===== src/rtl/pfx_dec_pkg.sv =====
package pfx_dec_pkg;

  localparam int OPC_W = 6;
  localparam int REG_W = 5;
  localparam int SRCB_W = 8;
  localparam int PAYLOAD_W = 26;
  localparam int HEAD_BYTES = 4;
  localparam int HEAD_W = HEAD_BYTES * 8;
  localparam logic [OPC_W-1:0] ESC_CODE = 6'h3F;
  localparam logic [2:0] LEN_PLAIN = 3'd3;
  localparam logic [2:0] LEN_GUARDED = 3'd4;

  typedef struct packed {
    logic [OPC_W-1:0]  opc;
    logic [REG_W-1:0]  pred;
    logic [REG_W-1:0]  dst;
    logic [REG_W-1:0]  src_a;
    logic [SRCB_W-1:0] src_b;
    logic              prefixed;
  } dec_bundle_t;

  // Lead-byte test for the escape code.
  function automatic logic has_escape(input logic [7:0] lead);
    return lead[7:2] == ESC_CODE;
  endfunction

  // Byte length implied by the lead byte.
  function automatic logic [2:0] byte_len(input logic [7:0] lead);
    return has_escape(lead) ? LEN_GUARDED : LEN_PLAIN;
  endfunction

  // Field split of a stripped payload; plain words sit in the low 24 bits.
  function automatic dec_bundle_t split_fields(input logic guarded,
                                               input logic [PAYLOAD_W-1:0] pl);
    dec_bundle_t d;
    if (guarded) begin
      d.opc      = pl[25:20];
      d.pred     = pl[19:15];
      d.dst      = pl[14:10];
      d.src_a    = pl[9:5];
      d.src_b    = {3'b000, pl[4:0]};
      d.prefixed = 1'b1;
    end else begin
      d.opc      = pl[23:18];
      d.pred     = '0;
      d.dst      = pl[17:13];
      d.src_a    = pl[12:8];
      d.src_b    = pl[7:0];
      d.prefixed = 1'b0;
    end
    return d;
  endfunction

endpackage


===== src/rtl/pfx_align_buf.sv =====
module pfx_align_buf #(
  parameter int BUF_BYTES = 8,
  parameter int WIN_BYTES = 4,
  localparam int CNT_W = $clog2(BUF_BYTES + 1),
  localparam int IN_W  = $clog2(WIN_BYTES + 1),
  localparam int IDX_W = $clog2(BUF_BYTES)
) (
  input  logic                          clk,
  input  logic                          rst_n,
  input  logic                          flush,
  input  logic                          in_valid,
  output logic                          in_ready,
  input  logic [8*WIN_BYTES-1:0]        in_bytes,
  input  logic [IN_W-1:0]               in_count,
  input  logic                          pop,
  input  logic [2:0]                    pop_len,
  output logic [pfx_dec_pkg::HEAD_W-1:0] head,
  output logic [CNT_W-1:0]              fill
);
  import pfx_dec_pkg::*;

  localparam logic [CNT_W-1:0] ACCEPT_MAX = CNT_W'(BUF_BYTES - WIN_BYTES);

  logic [7:0]       mem   [BUF_BYTES];
  logic [7:0]       mem_n [BUF_BYTES];
  logic [CNT_W-1:0] pop_n;
  logic [CNT_W-1:0] keep;
  logic [CNT_W-1:0] fill_n;
  logic             push;

  assign in_ready = !flush && (fill <= ACCEPT_MAX);
  assign push     = in_valid && in_ready;
  assign pop_n    = pop ? CNT_W'(pop_len) : '0;
  assign keep     = fill - pop_n;
  assign fill_n   = keep + (push ? CNT_W'(in_count) : '0);

  // Shift out the popped bytes and append the accepted window behind the rest.
  always_comb begin
    for (int i = 0; i < BUF_BYTES; i++) begin
      int src;
      int wpos;
      src  = i + int'(pop_n);
      wpos = i - int'(keep);
      mem_n[i] = mem[i];
      if (i < int'(keep) && src < BUF_BYTES) begin
        mem_n[i] = mem[IDX_W'(src)];
      end else if (push && wpos >= 0 && wpos < int'(in_count) && wpos < WIN_BYTES) begin
        mem_n[i] = in_bytes[8*wpos +: 8];
      end
    end
  end

  always_comb begin
    for (int k = 0; k < HEAD_BYTES; k++) begin
      head[HEAD_W-1-8*k -: 8] = mem[k];
    end
  end

  always_ff @(posedge clk or negedge rst_n) begin
    if (!rst_n) begin
      fill <= '0;
      for (int i = 0; i < BUF_BYTES; i++) mem[i] <= '0;
    end else if (flush) begin
      fill <= '0;
    end else begin
      fill <= fill_n;
      for (int i = 0; i < BUF_BYTES; i++) mem[i] <= mem_n[i];
    end
  end

endmodule


===== src/rtl/pfx_steer.sv =====
module pfx_steer #(
  parameter int BUF_BYTES = 8,
  localparam int CNT_W = $clog2(BUF_BYTES + 1)
) (
  input  logic                              clk,
  input  logic                              rst_n,
  input  logic                              flush,
  input  logic [pfx_dec_pkg::HEAD_W-1:0]    head,
  input  logic [CNT_W-1:0]                  fill,
  output logic                              pop,
  output logic [2:0]                        pop_len,
  input  logic                              s1_take,
  output logic                              s1_valid,
  output logic                              s1_guarded,
  output logic [pfx_dec_pkg::PAYLOAD_W-1:0] s1_payload
);
  import pfx_dec_pkg::*;

  logic lead_esc;
  logic whole_inst;
  logic s1_free;

  assign lead_esc   = has_escape(head[HEAD_W-1 -: 8]);
  assign pop_len    = byte_len(head[HEAD_W-1 -: 8]);
  assign whole_inst = fill >= CNT_W'(pop_len);
  assign s1_free    = !s1_valid || s1_take;
  assign pop        = whole_inst && s1_free && !flush;

  always_ff @(posedge clk or negedge rst_n) begin
    if (!rst_n) begin
      s1_valid   <= 1'b0;
      s1_guarded <= 1'b0;
      s1_payload <= '0;
    end else if (flush) begin
      s1_valid <= 1'b0;
    end else if (pop) begin
      s1_valid   <= 1'b1;
      s1_guarded <= lead_esc;
      s1_payload <= lead_esc ? head[PAYLOAD_W-1:0]
                             : {2'b00, head[HEAD_W-1:8]};
    end else if (s1_take) begin
      s1_valid <= 1'b0;
    end
  end

endmodule


===== src/rtl/pfx_field_dec.sv =====
module pfx_field_dec (
  input  logic                              clk,
  input  logic                              rst_n,
  input  logic                              flush,
  input  logic                              s1_valid,
  input  logic                              s1_guarded,
  input  logic [pfx_dec_pkg::PAYLOAD_W-1:0] s1_payload,
  output logic                              s1_take,
  input  logic                              out_ready,
  output logic                              out_valid,
  output pfx_dec_pkg::dec_bundle_t          out_bundle
);
  import pfx_dec_pkg::*;

  assign s1_take = s1_valid && (!out_valid || out_ready) && !flush;

  always_ff @(posedge clk or negedge rst_n) begin
    if (!rst_n) begin
      out_valid  <= 1'b0;
      out_bundle <= '0;
    end else if (flush) begin
      out_valid <= 1'b0;
    end else if (s1_take) begin
      out_valid  <= 1'b1;
      out_bundle <= split_fields(s1_guarded, s1_payload);
    end else if (out_ready) begin
      out_valid <= 1'b0;
    end
  end

endmodule


===== src/rtl/pfx_decoder.sv =====
module pfx_decoder #(
  parameter int BUF_BYTES = 8,
  parameter int WIN_BYTES = 4,
  localparam int IN_W = $clog2(WIN_BYTES + 1)
) (
  input  logic                   clk,
  input  logic                   rst_n,
  input  logic                   flush,
  input  logic                   in_valid,
  output logic                   in_ready,
  input  logic [8*WIN_BYTES-1:0] in_bytes,
  input  logic [IN_W-1:0]        in_count,
  input  logic                   out_ready,
  output logic                   out_valid,
  output logic [5:0]             out_opcode,
  output logic [4:0]             out_pred,
  output logic [4:0]             out_dst,
  output logic [4:0]             out_src_a,
  output logic [7:0]             out_src_b,
  output logic                   out_prefixed
);
  import pfx_dec_pkg::*;

  localparam int CNT_W = $clog2(BUF_BYTES + 1);

  logic [HEAD_W-1:0]    buf_head;
  logic [CNT_W-1:0]     buf_fill;
  logic                 buf_pop;
  logic [2:0]           buf_pop_len;
  logic                 s1_valid;
  logic                 s1_guarded;
  logic [PAYLOAD_W-1:0] s1_payload;
  logic                 s1_take;
  dec_bundle_t          dec_q;

  pfx_align_buf #(.BUF_BYTES(BUF_BYTES), .WIN_BYTES(WIN_BYTES)) u_align (
    .clk(clk), .rst_n(rst_n), .flush(flush),
    .in_valid(in_valid), .in_ready(in_ready),
    .in_bytes(in_bytes), .in_count(in_count),
    .pop(buf_pop), .pop_len(buf_pop_len),
    .head(buf_head), .fill(buf_fill)
  );

  pfx_steer #(.BUF_BYTES(BUF_BYTES)) u_steer (
    .clk(clk), .rst_n(rst_n), .flush(flush),
    .head(buf_head), .fill(buf_fill),
    .pop(buf_pop), .pop_len(buf_pop_len),
    .s1_take(s1_take), .s1_valid(s1_valid),
    .s1_guarded(s1_guarded), .s1_payload(s1_payload)
  );

  pfx_field_dec u_fields (
    .clk(clk), .rst_n(rst_n), .flush(flush),
    .s1_valid(s1_valid), .s1_guarded(s1_guarded), .s1_payload(s1_payload),
    .s1_take(s1_take), .out_ready(out_ready),
    .out_valid(out_valid), .out_bundle(dec_q)
  );

  assign out_opcode   = dec_q.opc;
  assign out_pred     = dec_q.pred;
  assign out_dst      = dec_q.dst;
  assign out_src_a    = dec_q.src_a;
  assign out_src_b    = dec_q.src_b;
  assign out_prefixed = dec_q.prefixed;

endmodule


===== config.mk =====
export PLATFORM = sky130hd
export DESIGN_NAME = pfx_decoder
export DESIGN_NICKNAME = d
export VERILOG_FILES = /design/src/rtl/pfx_dec_pkg.sv /design/src/rtl/pfx_align_buf.sv /design/src/rtl/pfx_steer.sv /design/src/rtl/pfx_field_dec.sv /design/src/rtl/pfx_decoder.sv
export SDC_FILE = /design/constraint.sdc
export NUM_CORES = 1
export LEC_CHECK = 0
export BUFFER_PORTS_ARGS = -buffer_cell sky130_fd_sc_hd__buf_2
export CELL_PAD_IN_SITES_DETAIL_PLACEMENT = 1
export CELL_PAD_IN_SITES_GLOBAL_PLACEMENT = 1
export CORE_MARGIN = 8
export CORE_UTILIZATION = 50
export CTS_CLUSTER_SIZE = 24
export DETAILED_ROUTE_END_ITERATION = 8
export PLACE_DENSITY_LB_ADDON = 0.3
export SKIP_CTS_REPAIR_TIMING = 1
export SYNTH_ARGS = -nofsm -noshare
export SYNTH_HDL_FRONTEND = slang
export SYNTH_HIERARCHICAL = 1
export SYNTH_SLANG_ARGS = --single-unit

===== constraint.sdc =====
create_clock -name clk -period 14 [get_ports clk]
set_input_delay 2.8 -clock clk [delete_from_list [all_inputs] [get_ports clk]]
set_output_delay 2.8 -clock clk [all_outputs]
set_load 0.02 [all_outputs]

# Word level (Yosys, flattened, before mapping)
# Index checks and enable logic that the tools add are counted.
# op_classes
n_addsub	17
n_lt_le_gt_ge	50
eq_ne	1
reduce_logical	63
shift	8
bitwise_logic	9
muxes	52
# op_table
cell	count
$ge 32x1->1 const B	8
$lt 32x4->1	8
$lt 32x4->1 const B	8
$mux 8	32
$shiftx 32x32->8	8
$lt 32x5->1 const B	7
$bmux 8 s3	8
$logic_and 1x1->1	38
$ge 3x4->1 const B	8
$mux 30	1
$mux 26	1
$not 3->3	8
$add 3x4->5 const A	4
$reduce_and 2->1	10
$sub 3x4->5 const A	4
$lt 3x4->1 const A	4
$reduce_bool 2->1	8
$add 2x4->5 const A	2
$sub 1x4->5 const A	2
$sub 2x4->5 const A	2
$mux 3	3
$lt 1x4->1 const A	2
$lt 2x4->1 const A	2
$eq 6x6->1 const B	1
other kinds (12)	21
# word_totals
wordCells	219
ff_bits	127
input_bits	40
out_inout_bits	32

# Longest topological paths before layout
# Gate-level depths: netlist of the first run.
# depth
ltp_word	16
mapped_depth	29
depth_no_buf	21

# By module
# Netlist of the first run, hierarchy kept.
# by_module_without_submodules
module	instances	cells_per_inst	area_each_um2	seq_area_each_um2
pfx_align_buf	1	772	7971.4	1701.6
pfx_steer	1	112	1520.2	700.7
pfx_field_dec	1	100	1458.9	775.7

# Worst setup path before layout of the first run
# OpenSTA, ideal clock, no wires.
# synth_path
path_type	in2reg
start	input out_ready
end	register u_align.mem, in the netlist u_align/head[29]
required_ps	13923
t_arrival_ps	7853
path_buffers	7
setup_slack_ps	6069
path_stages	26
cell_sequence	nor2b_4 nor3b_4 buf_6 inv_1 a221oi_4 o21ai_4 buf_6 inv_1 and2_1 buf_2 buf_2 ha_1 inv_1 fa_1 clkbuf_1 inv_1 ha_1 buf_1 inv_1 xnor2_1 ha_1 a2111oi_0 o2bb2ai_1 buf_2 nor2_1 a21oi_1
# synth_via
elab_chain_len	15
word_cells_on_any_way	27
classes_between	add/sub (2); order compare (5); shift (1); mux (6); bitwise (1); reduce/logical (12)
# synth_lines
item	line_no	source
start, declared	pfx_decoder.sv:13	input logic out_ready,
$logic_or 1x1->1 (*)	pfx_field_dec.sv:15	assign s1_take = s1_valid && (!out_valid || out_ready) && !flush;
$logic_and 1x1->1 (*) (2 in a row)	pfx_field_dec.sv:15	
via s1_take	pfx_decoder.sv:33	logic s1_take;
$logic_or 1x1->1 (*)	pfx_steer.sv:26	assign s1_free = !s1_valid || s1_take;
$logic_and 1x1->1 (*) (2 in a row)	pfx_steer.sv:27	assign pop = whole_inst && s1_free && !flush;
via buf_pop	pfx_decoder.sv:28	logic buf_pop;
$mux 3 (*)	pfx_align_buf.sv:33	assign pop_n = pop ? CNT_W'(pop_len) : '0;
$sub 4x4->4	pfx_align_buf.sv:34	assign keep = fill - pop_n;
$sub 1x4->5	pfx_align_buf.sv:43	wpos = i - int'(keep);
$ge 32x1->1	pfx_align_buf.sv:47	end else if (push && wpos >= 0 && wpos < int'(in_count) && wpos < WIN_BYTES) begin
$logic_and 1x1->1 (3 in a row)	pfx_align_buf.sv:47	
$reduce_bool 2->1 (no line)	--	
$reduce_and 2->1 (no line)	--	
end, declared	pfx_align_buf.sv:24	logic [7:0] mem [BUF_BYTES];
# The timed path passes the listed nets; every way through them passes the cells marked *. The select of a mux whose other input is x is not followed.
# A chain may end at the register's enable or synchronous reset.

# Final worst setup path of the first run
# layout_path
start	input flush
end	register u_align.mem, in the netlist u_align/head[31]
# layout_via
elab_chain_len	14
word_cells_on_any_way	29
classes_between	add/sub (2); order compare (5); shift (1); mux (6); bitwise (2); reduce/logical (13)
# layout_lines
item	line_no	source
start, declared	pfx_decoder.sv:8	input logic flush,
$logic_not 1->1 (*)	pfx_field_dec.sv:15	
$logic_and 1x1->1 (*)	pfx_field_dec.sv:15	
via s1_take	pfx_decoder.sv:33	
$logic_or 1x1->1 (*)	pfx_steer.sv:26	
$logic_and 1x1->1 (*) (2 in a row)	pfx_steer.sv:27	
via buf_pop	pfx_decoder.sv:28	
$mux 3 (*)	pfx_align_buf.sv:33	
$sub 4x4->4	pfx_align_buf.sv:34	
$sub 1x4->5	pfx_align_buf.sv:43	
$ge 32x1->1	pfx_align_buf.sv:47	
$logic_and 1x1->1 (3 in a row)	pfx_align_buf.sv:47	
$reduce_bool 2->1 (no line)	--	
$reduce_and 2->1 (no line)	--	
# Marked as above.

==> reports/results.txt, run 1 <==
Status -> finished, final reports clean
IO buf count -> 71
Grt total ovfl -> 0
Clk_lat worst skew -> 0.43 ns
Placed cell count -> 1,253
RSZ-0062 raised after global routing -> no
WS Path Type -> in -> reg
Worst path slowest cell -> a2111oi_0
Number of global-route vias before repair -> 8,766
Clock transition at path regs -> 0.06 ns
Number of flops mapped to enable cells by yosys -> 0
Crit-path cells -> buf_2 > nor3b_4 > buf_4 > inv_1 > a221oi_4 > o21ai_4 > inv_1 > and2_2 > buf_4 > ha_2 > buf_4 > clkinv_1 > ha_1 > buf_4 > ha_1 > a21o_1 > a2111oi_0 > o2bb2ai_1 > buf_4 > nor2_1 > a21oi_1
Fmax -> 0.1031 GHz
Max_cap viols -> 0
Layout Skew -> 0.01018 ns
Cell Area, Placed -> 11,180 um2
Final Hold Slack -> 0.4945 ns
Share of layout cells above drive strength 1 -> 33.43%
Net Count, Synth -> 1,058
Post-route cell area -> 11,810 um2
Yosys top cell area share -> 29.02%
CP max FO -> 62
Initial antenna violation count -> 0
Cell Count, Final, Fillers Out -> 1,285
H-tree depth -> 4
Pre-Repair DR Iteration Count -> 5
CTS root buf -> clkbuf_16
Final hold vios -> 0
Cell mode on critical path -> buf_4
Nets@finish -> 1,066
WL/cell -> 25.52 um
Buf+Inv Stages, Crit Path -> 9
Final TNS setup -> 0 ns
Yosys reg bits -> 127
Cells after Synth -> 984
Via count -> 8,216
Post-synth top flop -> dfrtp_1
Synth Cell Area -> 10,950 um2
# DRC -> 0
Via density -> 6.394
Largest net degree at the start of global routing -> 82
Post-synth top cells -> 143 x mux2i_1, 127 x dfrtp_1, 97 x mux2_2
IO Pins -> 72
Setup violations, final -> 0
CTS Buffer Depth -> 2
# diodes -> 0
Die W -> 164.0 um
Num CTS Buffers -> 17
GP Congestion -> 0.8704
Seq/Total Area, Yosys -> 29.02%
Post-synth cell types -> 79
Final Routed Wirelength -> 32,800 um
Slew Viols, Final -> 0
Hold Crit Class -> reg -> reg
Max_slew headroom -> 17.56%
Most common cell in the netlist -> mux2i_1
HPWL Detailed -> 24,200 um
Initial DRC Count -> 736
Layout fillers -> 2,304
Die area -> 26,890 um2
Routed Antenna Nets -> 0
Largest stage delay on the critical path -> 0.75 ns
Ys Warns -> 6
Worst Max-Slew Pin Slew -> 1.228 ns
Dominant cells by area after synthesis -> dfrtp_1 29%, mux2i_1 13%, mux4_2 13%, mux2_2 10%, ha_1 3.7%
Critical path launch point type -> primary input
Area leader, netlist -> dfrtp_1
CTS tree -> yes
Syn_area_per_cell -> 11.13 um2
Initial Util -> 50.49%
First-pass GRT wire length -> 52,320 um
Sequential Area -> 3178 um2
Total GRT Usage -> 25.19%
Die H -> 164.0 um
Crit. End Element -> flop
Fin crit share -> 69.31%
Ys async rst share -> 100.0%
Critical path's top delay family -> buffers and inverters
Layout area overhead -> 7.861%
Footprint of the multi-input gates -> 7014 um2
Final min period -> 9.703 ns
TritonCTS Sinks -> 127
Core Footprint -> 21,690 um2
Critical Path AT -> 10.05 ns
Rows -> 54
Required @ worst endpoint -> 14.35 ns
stage by stage:
| stage | util, % | setup slack (ns) |
|---|---|---|
| floorplan | - | 6.069 |
| global placement | 51.54 | 4.174 |
| CTS | 54.46 | 4.363 |
| finish | 54.46 | 4.297 |
| global route | 54.46 | 3.763 |
| detailed placement | 51.54 | 3.939 |
final cells by class:
class / count / share of cell area, %
inverter: 45 / 1.430
clock buffer: 18 / 3.633
tap: 280 / 2.966
timing repair buffer: 85 / 3.951
multi-input combinational: 716 / 59.39
sequential: 127 / 26.91
clock inverter: 14 / 1.727
per-layer routing:
| metal | vias up | global-route usage (%) | share of wire [%] |
|---|---|---|---|
| li1 | 3643 | - | - |
| met2 | 321 | 41.28 | 47 |
| met4 | 0 | 7.893 | 2.3 |
| met3 | 56 | 4.461 | 6.0 |
| met5 | - | 0 | 0 |
| met1 | 4196 | 33.40 | 44 |
cell families after synthesis:
| kind of cell | after synthesis | synth area share [%] |
|---|---|---|
| DFF | 127 | 29.02 |
| xor gates and xnor gates | 15 | 1.394 |
| muxes | 330 | 39.36 |
| AOI/OAI and AO/OA | 167 | 11.20 |
| buffers and inverters | 141 | 7.084 |
| and+or+nand+nor | 170 | 7.918 |
| adders and majority gates | 34 | 4.022 |
sequential cells by signal, summed over array words and instances (netlist names):
signal,count
u_steer/s1_guarded,1
u_fields/out_valid,1
u_align/mem,32
u_fields/out_bundle,30
u_steer/s1_payload,26
u_align/fill,4
u_align/head,32
u_steer/s1_valid,1
worst paths after layout:
| kind | from | to | slack, ns | cells after the start |
|---|---|---|---|---|
| hold / removal | u_steer/s1_payload[24] | u_steer/s1_payload[24] | 0.49 | 1 |
| hold reg to reg | u_steer/s1_payload[24] | u_steer/s1_payload[24] | 0.49 | 1 |
| setup / recovery | flush | u_align/head[31] | 4.30 | 21 |
| max in group asynchronous | rst_n | u_steer/s1_payload[6] | 10.27 | 2 |
| setup reg to reg | u_align/head[30] | u_align/head[31] | 5.70 | 22 |
| min in group asynchronous | rst_n | u_fields/out_bundle[29] | 2.30 | 1 |
placed cells by master (no fill, tap or decap), drive strengths merged, types with 3 or more instances in the layout:
| cell | synthesis | routed |
|---|---|---|
| nand3 | 9 | 9 |
| mux2 | 126 | 126 |
| dfrtp | 127 | 127 |
| a21o | 14 | 14 |
| and2 | 6 | 6 |
| mux4 | 61 | 61 |
| nand4 | 3 | 3 |
| a211oi | 3 | 3 |
| bufinv | 0 | 4 |
| nor2b | 10 | 10 |
| mux2i | 143 | 143 |
| o21ai | 42 | 42 |
| ha | 32 | 32 |
| o22ai | 3 | 3 |
| a31oi | 22 | 22 |
| o2bb2ai | 17 | 17 |
| buf | 82 | 85 |
| o32ai | 3 | 3 |
| xnor2 | 11 | 11 |
| nand2 | 70 | 70 |
| a21oi | 39 | 39 |
| clkbuf | 14 | 18 |
| nand2b | 12 | 12 |
| a41oi | 3 | 3 |
| inv | 42 | 48 |
| nor3b | 7 | 7 |
| nor2 | 40 | 40 |
| clkinv | 3 | 5 |
| a211o | 3 | 3 |
| xor2 | 3 | 3 |
Power of run 1 is left out: the tool's default activity adds up to more than one toggle a clock period on the data nets, which glitch-free logic cannot reach.
==> inputs of run 2 (changes only) <==
==> constraint.sdc (replaced) <==
create_clock -name clk -period 9.3 [get_ports clk]
set_input_delay 1.86 -clock clk [delete_from_list [all_inputs] [get_ports clk]]
set_output_delay 1.86 -clock clk [all_outputs]
set_load 0.02 [all_outputs]
==> reports/results.txt, run 2 (same netlist as run 1, synthesis figures left out) <==
Setup violations, final -> 0
WS Path Type -> in -> reg
Slew Viols, Final -> 0
Layout fillers -> 2,317
Largest net degree at the start of global routing -> 73
Rows -> 54
# DRC -> 0
Number of global-route vias before repair -> 8,702
Clock transition at path regs -> 0.06 ns
Layout area overhead -> 7.861%
First-pass GRT wire length -> 51,690 um
Worst Max-Slew Pin Slew -> 1.306 ns
Nets@finish -> 1,069
Core Footprint -> 21,690 um2
Grt total ovfl -> 0
Crit-path cells -> buf_2 > nor3b_4 > buf_4 > inv_1 > a221oi_4 > o21ai_4 > inv_1 > nand2_1 > ha_1 > and3b_1 > o21ai_2 > nand2_2 > inv_2 > ha_1 > a21o_1 > nor4bb_1 > nand2_1 > o21ai_0 > mux2_1
Final Hold Slack -> 0.4914 ns
Initial DRC Count -> 564
Fin crit share -> 85.89%
CTS tree -> yes
Critical path launch point type -> primary input
Max_cap viols -> 0
IO Pins -> 72
Most frequent cells in the layout -> 143 x mux2i_1, 127 x dfrtp_1, 97 x mux2_2
Die H -> 164.0 um
Commonest non-fill, non-tap cell in the layout -> mux2i_1
Reg-to-reg slack, setup -> 1.49 ns
Final min period -> 7.988 ns
Crit. End Element -> flop
Fmax -> 0.1252 GHz
Num CTS Buffers -> 17
Hold path depth -> 1
H-tree depth -> 4
Max_slew headroom -> 12.47%
Layout Skew -> 0.01092 ns
Via density -> 6.349
CP max FO -> 31
Via count -> 8,178
Hold Crit Class -> reg -> reg
IO buf count -> 71
Status -> finished, final reports clean
HPWL Detailed -> 24,130 um
WL/cell -> 25.24 um
Final hold vios -> 0
Worst path slowest cell -> nor4bb_1
GP Congestion -> 0.8765
CTS Buffer Depth -> 2
Routed Antenna Nets -> 0
CTS root buf -> clkbuf_16
Final TNS setup -> 0 ns
Die area -> 26,890 um2
Clk_lat worst skew -> 0.43 ns
Initial Util -> 50.49%
Share of layout cells above drive strength 1 -> 33.53%
Critical Path AT -> 8.35 ns
Pre-Repair DR Iteration Count -> 5
Initial antenna violation count -> 0
Required @ worst endpoint -> 9.66 ns
Largest stage delay on the critical path -> 1.01 ns
Reg2reg path depth -> 20
# diodes -> 0
Total GRT Usage -> 24.97%
Die W -> 164.0 um
TritonCTS Sinks -> 127
Final Routed Wirelength -> 32,510 um
RSZ-0062 raised after global routing -> no
run 2: cell types whose count changed in the layout (fill, tap and decap cells not counted), sizes merged:
cell | previous run | this run
inv | 48 | 43
clkinvlp | 2 | 1
clkinv | 5 | 10
clkbuf | 18 | 20
buf | 85 | 88
bufinv | 4 | 3
run 2: layer usage:
layer | up-vias | part of all wire [%] | GRT usage [%]
li1 | 3646 | - | -
met1 | 4204 | 46 | 34.09
met2 | 276 | 46 | 39.01
met3 | 52 | 6.1 | 5.414
met4 | 0 | 2.3 | 7.810
met5 | - | 0 | 0
run 2: worst max-delay path, delay by kind of cell:
family                     cells  cell delay, ns
buffers and inverters          5            1.39
and+or+nand+nor                6            2.27
AOI/OAI and AO/OA              5            1.78
adders and majority gates      2            0.83
muxes                          1            0.18
run 2: path summary, 6_finish.rpt:
kind,startpoint,to
worst max-delay path,flush,u_align/head[21]
worst min-delay path,u_steer/s1_payload[24],u_steer/s1_payload[24]
worst max register to register,u_align/head[26],u_align/head[21]
worst min register to register,u_steer/s1_payload[24],u_steer/s1_payload[24]
max in group asynchronous,rst_n,u_align/mem[0]
min in group asynchronous,rst_n,u_fields/out_bundle[28]
run 2: layout make-up:
cell class / instances / area, um2 / area share (%)
timing repair buffer: 88 / 489.2 / 4.142
inverter: 45 / 168.9 / 1.430
tap: 280 / 350.3 / 2.966
clock inverter: 12 / 160.2 / 1.356
multi-input combinational: 716 / 7008 / 59.33
sequential: 127 / 3178 / 26.91
clock buffer: 20 / 456.7 / 3.867
run 2: metrics by stage:
stage / utilization, % / instance area (um2) / setup WS (ns) / std cells
floorplan: - / 10950 / 2.309 / 984
global placement: 51.62 / 11190 / 1.271 / 1256
detailed placement: 51.62 / 11190 / 1.016 / 1256
CTS: 54.46 / 11810 / 1.404 / 1288
global route: 54.46 / 11810 / 0.7955 / 1288
finish: 54.46 / 11810 / 1.312 / 1288
Power of run 2 is left out for the same reason.
